==> config.mk <==
export PLATFORM = sky130hd
export DESIGN_NAME = dma_irq_coalescer
export DESIGN_NICKNAME = d
export VERILOG_FILES = /design/src/rtl/coal_pkg.sv /design/src/rtl/coal_frame_counter.sv /design/src/rtl/coal_delay_timer.sv /design/src/rtl/dma_irq_coalescer.sv
export SDC_FILE = /design/constraint.sdc
export NUM_CORES = 1
export LEC_CHECK = 0
export ABC_CLOCK_PERIOD_IN_PS = 2100
export BUFFER_PORTS_ARGS = -buffer_cell sky130_fd_sc_hd__buf_2
export CAP_MARGIN = 10
export CORE_ASPECT_RATIO = 0.8
export CORE_MARGIN = 1.5
export CORE_UTILIZATION = 40
export DETAILED_ROUTE_END_ITERATION = 12
export GPL_TIMING_DRIVEN = 0
export HOLD_SLACK_MARGIN = 0.06
export PLACE_DENSITY_LB_ADDON = 0.25
export SYNTH_ARGS = -nofsm -noshare
export SYNTH_HDL_FRONTEND = slang
export SYNTH_SLANG_ARGS = --single-unit
==> constraint.sdc <==
create_clock -name clk -period 2.1 [get_ports clk]
set_input_delay 0.21 -clock clk [delete_from_list [all_inputs] [get_ports clk]]
set_output_delay 0.21 -clock clk [all_outputs]
set_load 0.01 [all_outputs]
==> src/rtl/coal_pkg.sv <==
package coal_pkg;
  parameter int unsigned CNT_W      = 8;
  parameter int unsigned TMR_W      = 8;
  parameter int unsigned RB_W       = 8;
  parameter int unsigned RST_THRESH = 1;
endpackage

==> src/rtl/coal_frame_counter.sv <==
module coal_frame_counter #(
  parameter int unsigned CNT_W  = coal_pkg::CNT_W,
  parameter int unsigned RST_VAL = coal_pkg::RST_THRESH
) (
  input  logic             clk,
  input  logic             rst_n,
  input  logic             frame_done_i,
  input  logic             reload_i,
  input  logic             expire_i,
  input  logic [CNT_W-1:0] thresh_i,
  output logic [CNT_W-1:0] cnt_o,
  output logic             ioc_set_o
);
  localparam logic [CNT_W-1:0] ONE  = CNT_W'(1);
  localparam logic [CNT_W-1:0] RSTV = CNT_W'(RST_VAL);

  logic [CNT_W-1:0] cnt_q, cnt_d;
  logic             ioc_q, ioc_d;
  logic             cnt_en;
  logic             last_frame;

  assign last_frame = frame_done_i && !reload_i && (cnt_q == ONE);

  always_comb begin
    cnt_en = reload_i || frame_done_i || expire_i;
    cnt_d  = cnt_q;
    if (reload_i)           cnt_d = thresh_i;
    else if (frame_done_i)  cnt_d = (cnt_q == ONE) ? thresh_i : cnt_q - ONE;
    else if (expire_i)      cnt_d = thresh_i;
    ioc_d = last_frame;
  end

  always_ff @(posedge clk or negedge rst_n) begin
    if (!rst_n) begin
      cnt_q <= RSTV;
      ioc_q <= 1'b0;
    end else begin
      if (cnt_en) cnt_q <= cnt_d;
      ioc_q <= ioc_d;
    end
  end

  assign cnt_o     = cnt_q;
  assign ioc_set_o = ioc_q;

  p_reload_r5: assert property (@(posedge clk) disable iff (!rst_n)
    reload_i |=> (cnt_q == $past(thresh_i)) && !ioc_q);
  p_ioc_reload_r3: assert property (@(posedge clk) disable iff (!rst_n)
    ioc_q |-> (cnt_q == $past(thresh_i)));
  p_dec_r2: assert property (@(posedge clk) disable iff (!rst_n)
    (frame_done_i && !reload_i && cnt_q != ONE) |=> (cnt_q == $past(cnt_q) - ONE));
  p_hold_r2: assert property (@(posedge clk) disable iff (!rst_n)
    (!frame_done_i && !reload_i && !expire_i) |=> $stable(cnt_q));
endmodule

==> src/rtl/coal_delay_timer.sv <==
module coal_delay_timer #(
  parameter int unsigned TMR_W = coal_pkg::TMR_W
) (
  input  logic             clk,
  input  logic             rst_n,
  input  logic             frame_done_i,
  input  logic             tick_en_i,
  input  logic [TMR_W-1:0] delay_i,
  output logic [TMR_W-1:0] tmr_o,
  output logic             expire_o,
  output logic             dly_set_o
);
  localparam logic [TMR_W-1:0] ONE  = TMR_W'(1);
  localparam logic [TMR_W-1:0] ZERO = '0;

  logic [TMR_W-1:0] tmr_q, tmr_d;
  logic             dly_q;
  logic             restart;
  logic             step;
  logic             tmr_en;

  assign restart  = frame_done_i && (delay_i != ZERO);
  assign step     = tick_en_i && (tmr_q != ZERO);
  assign expire_o = step && !restart && (tmr_q == ONE);

  always_comb begin
    tmr_en = restart || step;
    tmr_d  = tmr_q;
    if (restart)   tmr_d = delay_i;
    else if (step) tmr_d = tmr_q - ONE;
  end

  always_ff @(posedge clk or negedge rst_n) begin
    if (!rst_n) begin
      tmr_q <= ZERO;
      dly_q <= 1'b0;
    end else begin
      if (tmr_en) tmr_q <= tmr_d;
      dly_q <= expire_o;
    end
  end

  assign tmr_o     = tmr_q;
  assign dly_set_o = dly_q;

  p_restart_r6: assert property (@(posedge clk) disable iff (!rst_n)
    restart |=> (tmr_q == $past(delay_i)));
  p_idle_r8: assert property (@(posedge clk) disable iff (!rst_n)
    ((tmr_q == ZERO) && !restart) |=> (tmr_q == ZERO));
  p_notick_r8: assert property (@(posedge clk) disable iff (!rst_n)
    (!tick_en_i && !restart) |=> $stable(tmr_q));
  p_expire_r9: assert property (@(posedge clk) disable iff (!rst_n)
    dly_q |-> (tmr_q == ZERO));
  p_pulse_r10: assert property (@(posedge clk) disable iff (!rst_n)
    dly_q |=> !dly_q);
endmodule

==> src/rtl/dma_irq_coalescer.sv <==
module dma_irq_coalescer #(
  parameter int unsigned CNT_W = coal_pkg::CNT_W,
  parameter int unsigned TMR_W = coal_pkg::TMR_W,
  parameter int unsigned RB_W  = coal_pkg::RB_W
) (
  input  logic             clk,
  input  logic             rst_n,
  input  logic             frame_done_i,
  input  logic [CNT_W-1:0] thresh_i,
  input  logic [TMR_W-1:0] delay_i,
  input  logic             reload_i,
  input  logic             tick_en_i,
  output logic             ioc_set_o,
  output logic             dly_set_o,
  output logic [RB_W-1:0]  cnt_o,
  output logic [RB_W-1:0]  tmr_o
);
  logic [CNT_W-1:0] cnt_w;
  logic [TMR_W-1:0] tmr_w;
  logic             expire_w;

  coal_delay_timer #(.TMR_W(TMR_W)) u_timer (
    .clk          (clk),
    .rst_n        (rst_n),
    .frame_done_i (frame_done_i),
    .tick_en_i    (tick_en_i),
    .delay_i      (delay_i),
    .tmr_o        (tmr_w),
    .expire_o     (expire_w),
    .dly_set_o    (dly_set_o)
  );

  coal_frame_counter #(.CNT_W(CNT_W)) u_count (
    .clk          (clk),
    .rst_n        (rst_n),
    .frame_done_i (frame_done_i),
    .reload_i     (reload_i),
    .expire_i     (expire_w),
    .thresh_i     (thresh_i),
    .cnt_o        (cnt_w),
    .ioc_set_o    (ioc_set_o)
  );

  assign cnt_o = cnt_w[RB_W-1:0];
  assign tmr_o = tmr_w[RB_W-1:0];

  p_ioc_pulse_r10: assert property (@(posedge clk) disable iff (!rst_n)
    ioc_set_o |=> !ioc_set_o || $past(frame_done_i));
  p_expire_reload_r9: assert property (@(posedge clk) disable iff (!rst_n)
    (expire_w && !reload_i && !frame_done_i) |=> (cnt_o == $past(thresh_i)));
endmodule

==> results.tsv, run 1 <==
stage	metric	value	unit
clock_tree	cts_tree	done	
floorplanning	die_w	64.8	um
route	drc	0	
place	dp_hpwl	2440	um
flow_run	cap_viol_max_count	0	
worst_setup_path	reg2reg_from	u_count.cnt_o[0]	
place	gp_congestion	0.848	
synth	ys_ff_latch	18	
route	vias_per_cell	5.51	
clock_tree	clk_latency	0.25	ns
sta	fin_crit_sh	92.0	%
floorplanning	fp-row-count	17	
synth	synth_warnings	0	
synth	syn_inst	135	
cells_and_area	syn_to_final_growth	25.0	%
power_and_ir_drop	ir_drop	465	uV
worst_setup_path	worstSetupPathType	reg -> reg	
sta	fin_crit	1.93	ns
synth	synth_nets	161	
route	ant_nets	0	
cells_and_area	finalCoreUtilization	54.0	%
power_and_ir_drop	swShare	34.1	%
cells_and_area	most-common-layout-cells	buf_2, dfrtp_1, nor2_1, a21oi_1, o21ai_0	
synth	avgSynthCellArea	9.05	um2
global_route	grt_start_max_net_pins	19	
worst_setup_path	cp-end-kind	register	
worst_setup_path	r2r_setup_slack	0.17	ns
synth	synth_edf_count	0	
clock_tree	path_clk_slew	0.07	ns
global_route	antenna_found_initial	0	
sta	drv_slew	0	
global_route	grt_usage	20.4	%
global_route	grt_overflow	0	
worst_hold_path	hold_end	u_timer.tmr_o[4]	
cells_and_area	final_common_cell	buf_2	
sta	hold_viol_final	0	
worst_setup_path	r2r_end	u_count.cnt_o[6]	
synth	synth_compound_area_share	24.0	%
worst_setup_path	crit_path_max_fanout	6	
worst_setup_path	reg2reg_depth	5	
synth	synth_ff_type	dfrtp_1	
cells_and_area	final_cells	216	
worst_setup_path	startpoint	u_count.cnt_o[0]	
sta	slew_headroom	55.7	%
synth	synthAdderAreaFrac	5.12	%
clock_tree	numCtsBuffers	3	
route	vias	1190	
power_and_ir_drop	leakage	0.000656	uW
synth	synth-simple-area-share	23.6	%
power_and_ir_drop	internal_power	663	uW
cells_and_area	stdcell_area	1530	um2
worst_setup_path	worst_ep_required_time	2.28	ns
status	status	complete, no violations	
place	io_buffers	38	
floorplanning	core_region_area	2830	um2
worst_setup_path	start_kind	register	
sta	final.setup_skew	0.00405	ns
sta	rsz0062_at_grt	no	
clock_tree	cts_sinks	18	
cells_and_area	antenna_cells	0	
synth	synth.area.mux_share	3.28	%
synth	synth_cell_types	40	
power_and_ir_drop	p_clk_share	24.7	%
sta	tightest_slew	0.665	ns
power_and_ir_drop	power_switching	343	uW
synth	synth_top_family_by_area	compound AO/OA/AOI/OAI gates	
floorplanning	dieArea	3400	um2
cells_and_area	finish.net_count	205	
worst_hold_path	hp-class	in -> reg	
worst_hold_path	min_from	delay_i[4]	
synth	ys_seq_area_share	37.0	%
sta	fin_setup_tns	0	ns
floorplanning	initial_utilization	43.2	%
power_and_ir_drop	comb_power_share	30.4	%
power_and_ir_drop	powerDensity	659	nW/um2
synth	synth_xor_area_share	2.15	%
sta	setup_viol	0	
worst_setup_path	cp.arrival	2.11	ns
sta	max_freq	517	MHz
worst_hold_path	hold_depth	3	
floorplanning	die_y	52.4	um
clock_tree	clockRootBuffer	clkbuf_8	
route	drt_pass1_iterations	4	
route	drtIter0Drc	36	
route	drt-wirelength-per-cell	14.8	um
global_route	grt_pass1_wl	5250	um
power_and_ir_drop	power.total	1010	uW
synth	syn_area	1220	um2
power_and_ir_drop	seqPwrFrac	44.9	%
clock_tree	cts_buffer_depth	2	
route	wl	3210	um
clock_tree	postCtsSetupBuffers	0	
cells_and_area	fillCellCount	268	
clock_tree	h-tree-depth	1	
place	place_inst	211	
floorplanning	ios	39	
global_route	grt_pass1_vias	1096	
cells_and_area	drive_above_1_share	28.7	%
place	dpl_cell_area	1460	um2
synth	synthArstFlopShare	100	%
[cell type report]
cell class	count	area [um2]	area share (%)
plain buffers	4	30.0	1.97
clock buffers	4	45.0	2.95
inverters	8	30.0	1.97
multi-input cells	105	722	47.3
flip-flops and latches	18	452	29.6
well taps	38	47.5	3.11
repair buffers	39	200	13.1
[synthesized netlist by cell type (3+ instances only)]
master	instances	area [um2]
dfrtp_1	17	425
nor2_1	12	45.0
nor3_1	7	35.0
o21ai_1	4	20.0
nand3_1	3	15.0
a21oi_1	12	60.1
mux2i_1	4	40.0
nor4_1	4	25.0
ha_1	5	62.6
xnor2_1	3	26.3
nand2_1	6	22.5
inv_1	8	30.0
o21ai_0	10	50.1
nand2b_1	3	18.8
a211oi_1	3	22.5
[flip-flops by register name (all words and copies together) (netlist names)]
name               cells
u_count.cnt_o          8
u_count.ioc_set_o      1
u_timer.dly_set_o      1
u_timer.tmr_o          8
[power by group through the flow]
stage          combinational (uW)  clock, uW  sequential [uW]
2_1_floorplan                 173          0              462
3_3_place_gp                  294          0              451
3_5_place_dp                  299          0              455
4_1_cts                       302        262              448
5_1_grt                       342        270              458
6_report                      306        249              452
[through the flow]
step	hold slack, ns	worst slack (ns)
floorplan	-0.0856	0.251
global placement	0.170	0.0384
detailed placement	0.171	0.0209
CTS	0.180	0.00916
global route	0.211	0.0359
finish	0.181	0.167
[what timing repair did]
action / CTS / global route
hold endpoints to repair: 17 / 0
endpoints found under the setup margin: 0 / 8
gates resized for setup: 0 / 3
hold buffers: 1 / 0
[worst max-delay path, stage by stage (launching register included)]
cell	delay, ns
dfstp_2	0.59
ha_1	0.20
or4b_1	0.50
o21ai_1	0.29
a32oi_1	0.13
o21ai_1	0.15
[worst max path at each step]
stage | to | slack (ns) | cells past startpoint
global route | u_count.cnt_o[6] | 0.04 | 5
finish | u_count.cnt_o[6] | 0.17 | 5
detailed placement | u_count.cnt_o[5] | 0.02 | 5
global placement | u_count.cnt_o[5] | 0.04 | 5
CTS | u_count.cnt_o[5] | 0.009 | 5
floorplan | u_count.cnt_o[2] | 0.25 | 4
[cell families (layout without fill, tap and decap cells)]
group,count (synthesis),in the layout
XOR/XNOR,3,3
AND/OR/NAND/NOR,50,50
buffers and inverters,12,55
flip-flops,18,18
multiplexers,4,4
adder cells (fa/ha/maj),5,5
AO/OA/AOI/OAI,43,43
[per-layer routing]
layer / global-route usage (%) / vias up / share of wire [%]
met5: 0 / - / 0
met4: 3.19 / 0 / 0.50
met3: 5.38 / 2 / 7.4
met2: 32.1 / 40 / 44
met1: 28.8 / 553 / 48
li1: - / 595 / -
Note: power is estimated with default switching activity, not from simulation.
==> run 2: changes to the inputs <==
--- a/config.mk
+++ b/config.mk
@@ -14,6 +14,7 @@
 export DETAILED_ROUTE_END_ITERATION = 12
 export GPL_TIMING_DRIVEN = 0
 export HOLD_SLACK_MARGIN = 0.06
+export MAX_ROUTING_LAYER = met4
 export PLACE_DENSITY_LB_ADDON = 0.25
 export SYNTH_ARGS = -nofsm -noshare
 export SYNTH_HDL_FRONTEND = slang
==> run 2 against run 1 <==
Die area is the same; sequential share of layout area is the same; clock skew is essentially flat; global-route usage grew 0.60 points; largest power group unchanged; critical path depth is the same; hold slack is essentially flat; critical path type unchanged; utilization is the same; clock-buffer cell count is the same; first-iteration DRC count shrank 19%; register-to-register slack lost 0.02 ns; combinational power is essentially flat; critical endpoint unchanged.
==> results.tsv, run 2 (synthesis results as in run 1) <==
stage	metric	value	unit	change
status	status	complete, no violations		
floorplanning	initial_utilization	43.2	%	unchanged
clock_tree	clk_latency	0.25	ns	about the same
place	dp_hpwl	2440	um	unchanged
route	vias	1183		-0.59%
route	drc	0		unchanged
worst_setup_path	r2r_setup_slack	0.15	ns	-0.02 ns
worst_setup_path	cpMostUsedCell	o21ai_1		
global_route	grt_start_max_net_pins	19		unchanged
worst_setup_path	crit_chain	ha_1, or4b_1, o21ai_1, a32oi_1, o21ai_1		
route	drt-wirelength-per-cell	14.8	um	-0.16%
sta	holdWs	0.181	ns	+0.000299 ns
floorplanning	dieArea	3400	um2	unchanged
worst_setup_path	worstSetupPathType	reg -> reg		
worst_setup_path	max_stage_delay	0.59	ns	about the same
sta	setup_viol	0		unchanged
cells_and_area	final_common_cell	buf_2		
sta	slew_headroom	54.8	%	-0.86 points
cells_and_area	finish.net_count	205		unchanged
clock_tree	h-tree-depth	1		unchanged
worst_setup_path	startpoint	u_count.cnt_o[0]		
global_route	grt_busiest_layer	met2		
worst_setup_path	worst_ep_required_time	2.28	ns	about the same
worst_setup_path	reg2reg_depth	5		unchanged
global_route	grt_pass1_wl	5270	um	+0.40%
worst_setup_path	cp.arrival	2.13	ns	+0.02 ns
sta	fin_setup_tns	0	ns	unchanged
worst_setup_path	reg2reg_from	u_count.cnt_o[0]		
cells_and_area	antenna_cells	0		unchanged
clock_tree	path_clk_slew	0.07	ns	about the same
clock_tree	clockRootBuffer	clkbuf_8		
power_and_ir_drop	leakage	0.000656	uW	unchanged
floorplanning	die_y	52.4	um	unchanged
sta	fin_crit_sh	92.8	%	+0.77 points
power_and_ir_drop	ir_drop	464	uV	-0.24%
power_and_ir_drop	power.total	1010	uW	about the same
route	drt_pass1_iterations	4		unchanged
sta	fin_crit	1.95	ns	+0.0161 ns
cells_and_area	finalCoreUtilization	54.0	%	unchanged
sta	drv_slew	0		unchanged
place	gp_congestion	0.862		+1.6%
global_route	met3_usage	5.38	%	unchanged
worst_setup_path	r2r_end	u_count.cnt_o[6]		
power_and_ir_drop	powerDensity	660	nW/um2	about the same
place	io_buffers	38		unchanged
flow_run	cap_viol_max_count	0		unchanged
worst_setup_path	start_kind	register		
cells_and_area	drive_above_1_share	28.7	%	unchanged
clock_tree	cts_buffer_depth	2		unchanged
sta	max_freq	513	MHz	-0.83%
worst_hold_path	hp-class	in -> reg		
global_route	grt_pass1_vias	1092		-0.36%
floorplanning	die_w	64.8	um	unchanged
cells_and_area	most-common-layout-cells	buf_2, dfrtp_1, nor2_1, a21oi_1, o21ai_0		
global_route	grt_overflow	0		unchanged
route	vias_per_cell	5.48		-0.59%
floorplanning	core_region_area	2830	um2	unchanged
global_route	grtUsageMet1	28.9	%	+0.13 points
global_route	antenna_found_initial	0		unchanged
global_route	grt_use_met2	32.1	%	unchanged
global_route	grt_usage	21.0	%	+0.60 points
floorplanning	fp-row-count	17		unchanged
route	ant_nets	0		unchanged
clock_tree	postCtsSetupBuffers	0		unchanged
clock_tree	cts_tree	done		
cells_and_area	syn_to_final_growth	25.0	%	unchanged
route	wl	3200	um	-0.16%
sta	final.setup_skew	0.00443	ns	+0.000382 ns
worst_setup_path	cp_slowest_cell	dfstp_2		
clock_tree	numCtsBuffers	3		unchanged
sta	rsz0062_at_grt	no		
sta	hold_viol_final	0		unchanged
floorplanning	ios	39		unchanged
worst_setup_path	cp-end-kind	register		
worst_setup_path	endpoint	u_count.cnt_o[6]		
worst_setup_path	crit_path_max_fanout	6		unchanged
route	drtIter0Drc	29		-19%
sta	tightest_slew	0.677	ns	+0.0128 ns
clock_tree	cts_sinks	18		unchanged
[run 2: cell counts in the layout (fill, tap and decap cells not counted)]
Identical to the previous run, type by type.
[run 2: worst max-delay path: cells and delay by family (launching register included)]
family,cells,cell delay [ns]
flip-flops,1,0.59
AND/OR/NAND/NOR,1,0.50
AO/OA/AOI/OAI,3,0.58
adder cells (fa/ha/maj),1,0.20
[run 2: what timing repair did]
| action | 4_1_cts | 5_1_grt |
|---|---|---|
| endpoints found under the hold margin | 17 | 0 |
| hold buffers | 1 | 0 |
| resized for setup | 0 | 3 |
| setup endpoints to repair | 0 | 8 |
[run 2: final cells by class]
class,instances,area (um2)
Clock buffer,4,45.0
Multi-Input combinational cell,105,722
Timing Repair Buffer,39,200
Inverter,8,30.0
Tap cell,38,47.5
Buffer,4,30.0
Sequential cell,18,452
Fill cell,268,1300
[run 2: where the power goes]
part / total (uW) / switching (uW) / internal, uW
registers: 452 / 61.6 / 390
clock network: 249 / 114 / 135
logic: 307 / 168 / 138
total: 1010 / 344 / 663
[run 2: how the worst min path moves through the flow]
| stage | cells past startpoint | slack [ns] | start | endpoint |
|---|---|---|---|---|
| after global placement | 1 | 0.17 | rst_n | u_count.ioc_set_o |
| after detailed placement | 1 | 0.17 | rst_n | u_count.cnt_o[7] |
| after floorplan | 0 | -0.09 | rst_n | u_count.cnt_o[1] |
| after CTS | 3 | 0.18 | delay_i[4] | u_timer.tmr_o[4] |
| after global routing | 2 | 0.21 | delay_i[2] | u_timer.tmr_o[2] |
| final | 3 | 0.18 | delay_i[4] | u_timer.tmr_o[4] |
[run 2: stage by stage]
stage | setup slack (ns) | area (um2) | instances
3_3_place_gp | 0.0384 | 1460 | 211
2_1_floorplan | 0.251 | 1220 | 135
6_report | 0.151 | 1530 | 216
4_1_cts | 0.00916 | 1510 | 216
5_1_grt | 0.0359 | 1530 | 216
3_5_place_dp | 0.0209 | 1460 | 211
[run 2: routing by layer]
metal	vias up	wire [um]
met2	48	1400
met5	-	0
met1	539	1540
met3	2	240
li1	594	-
met4	0	18
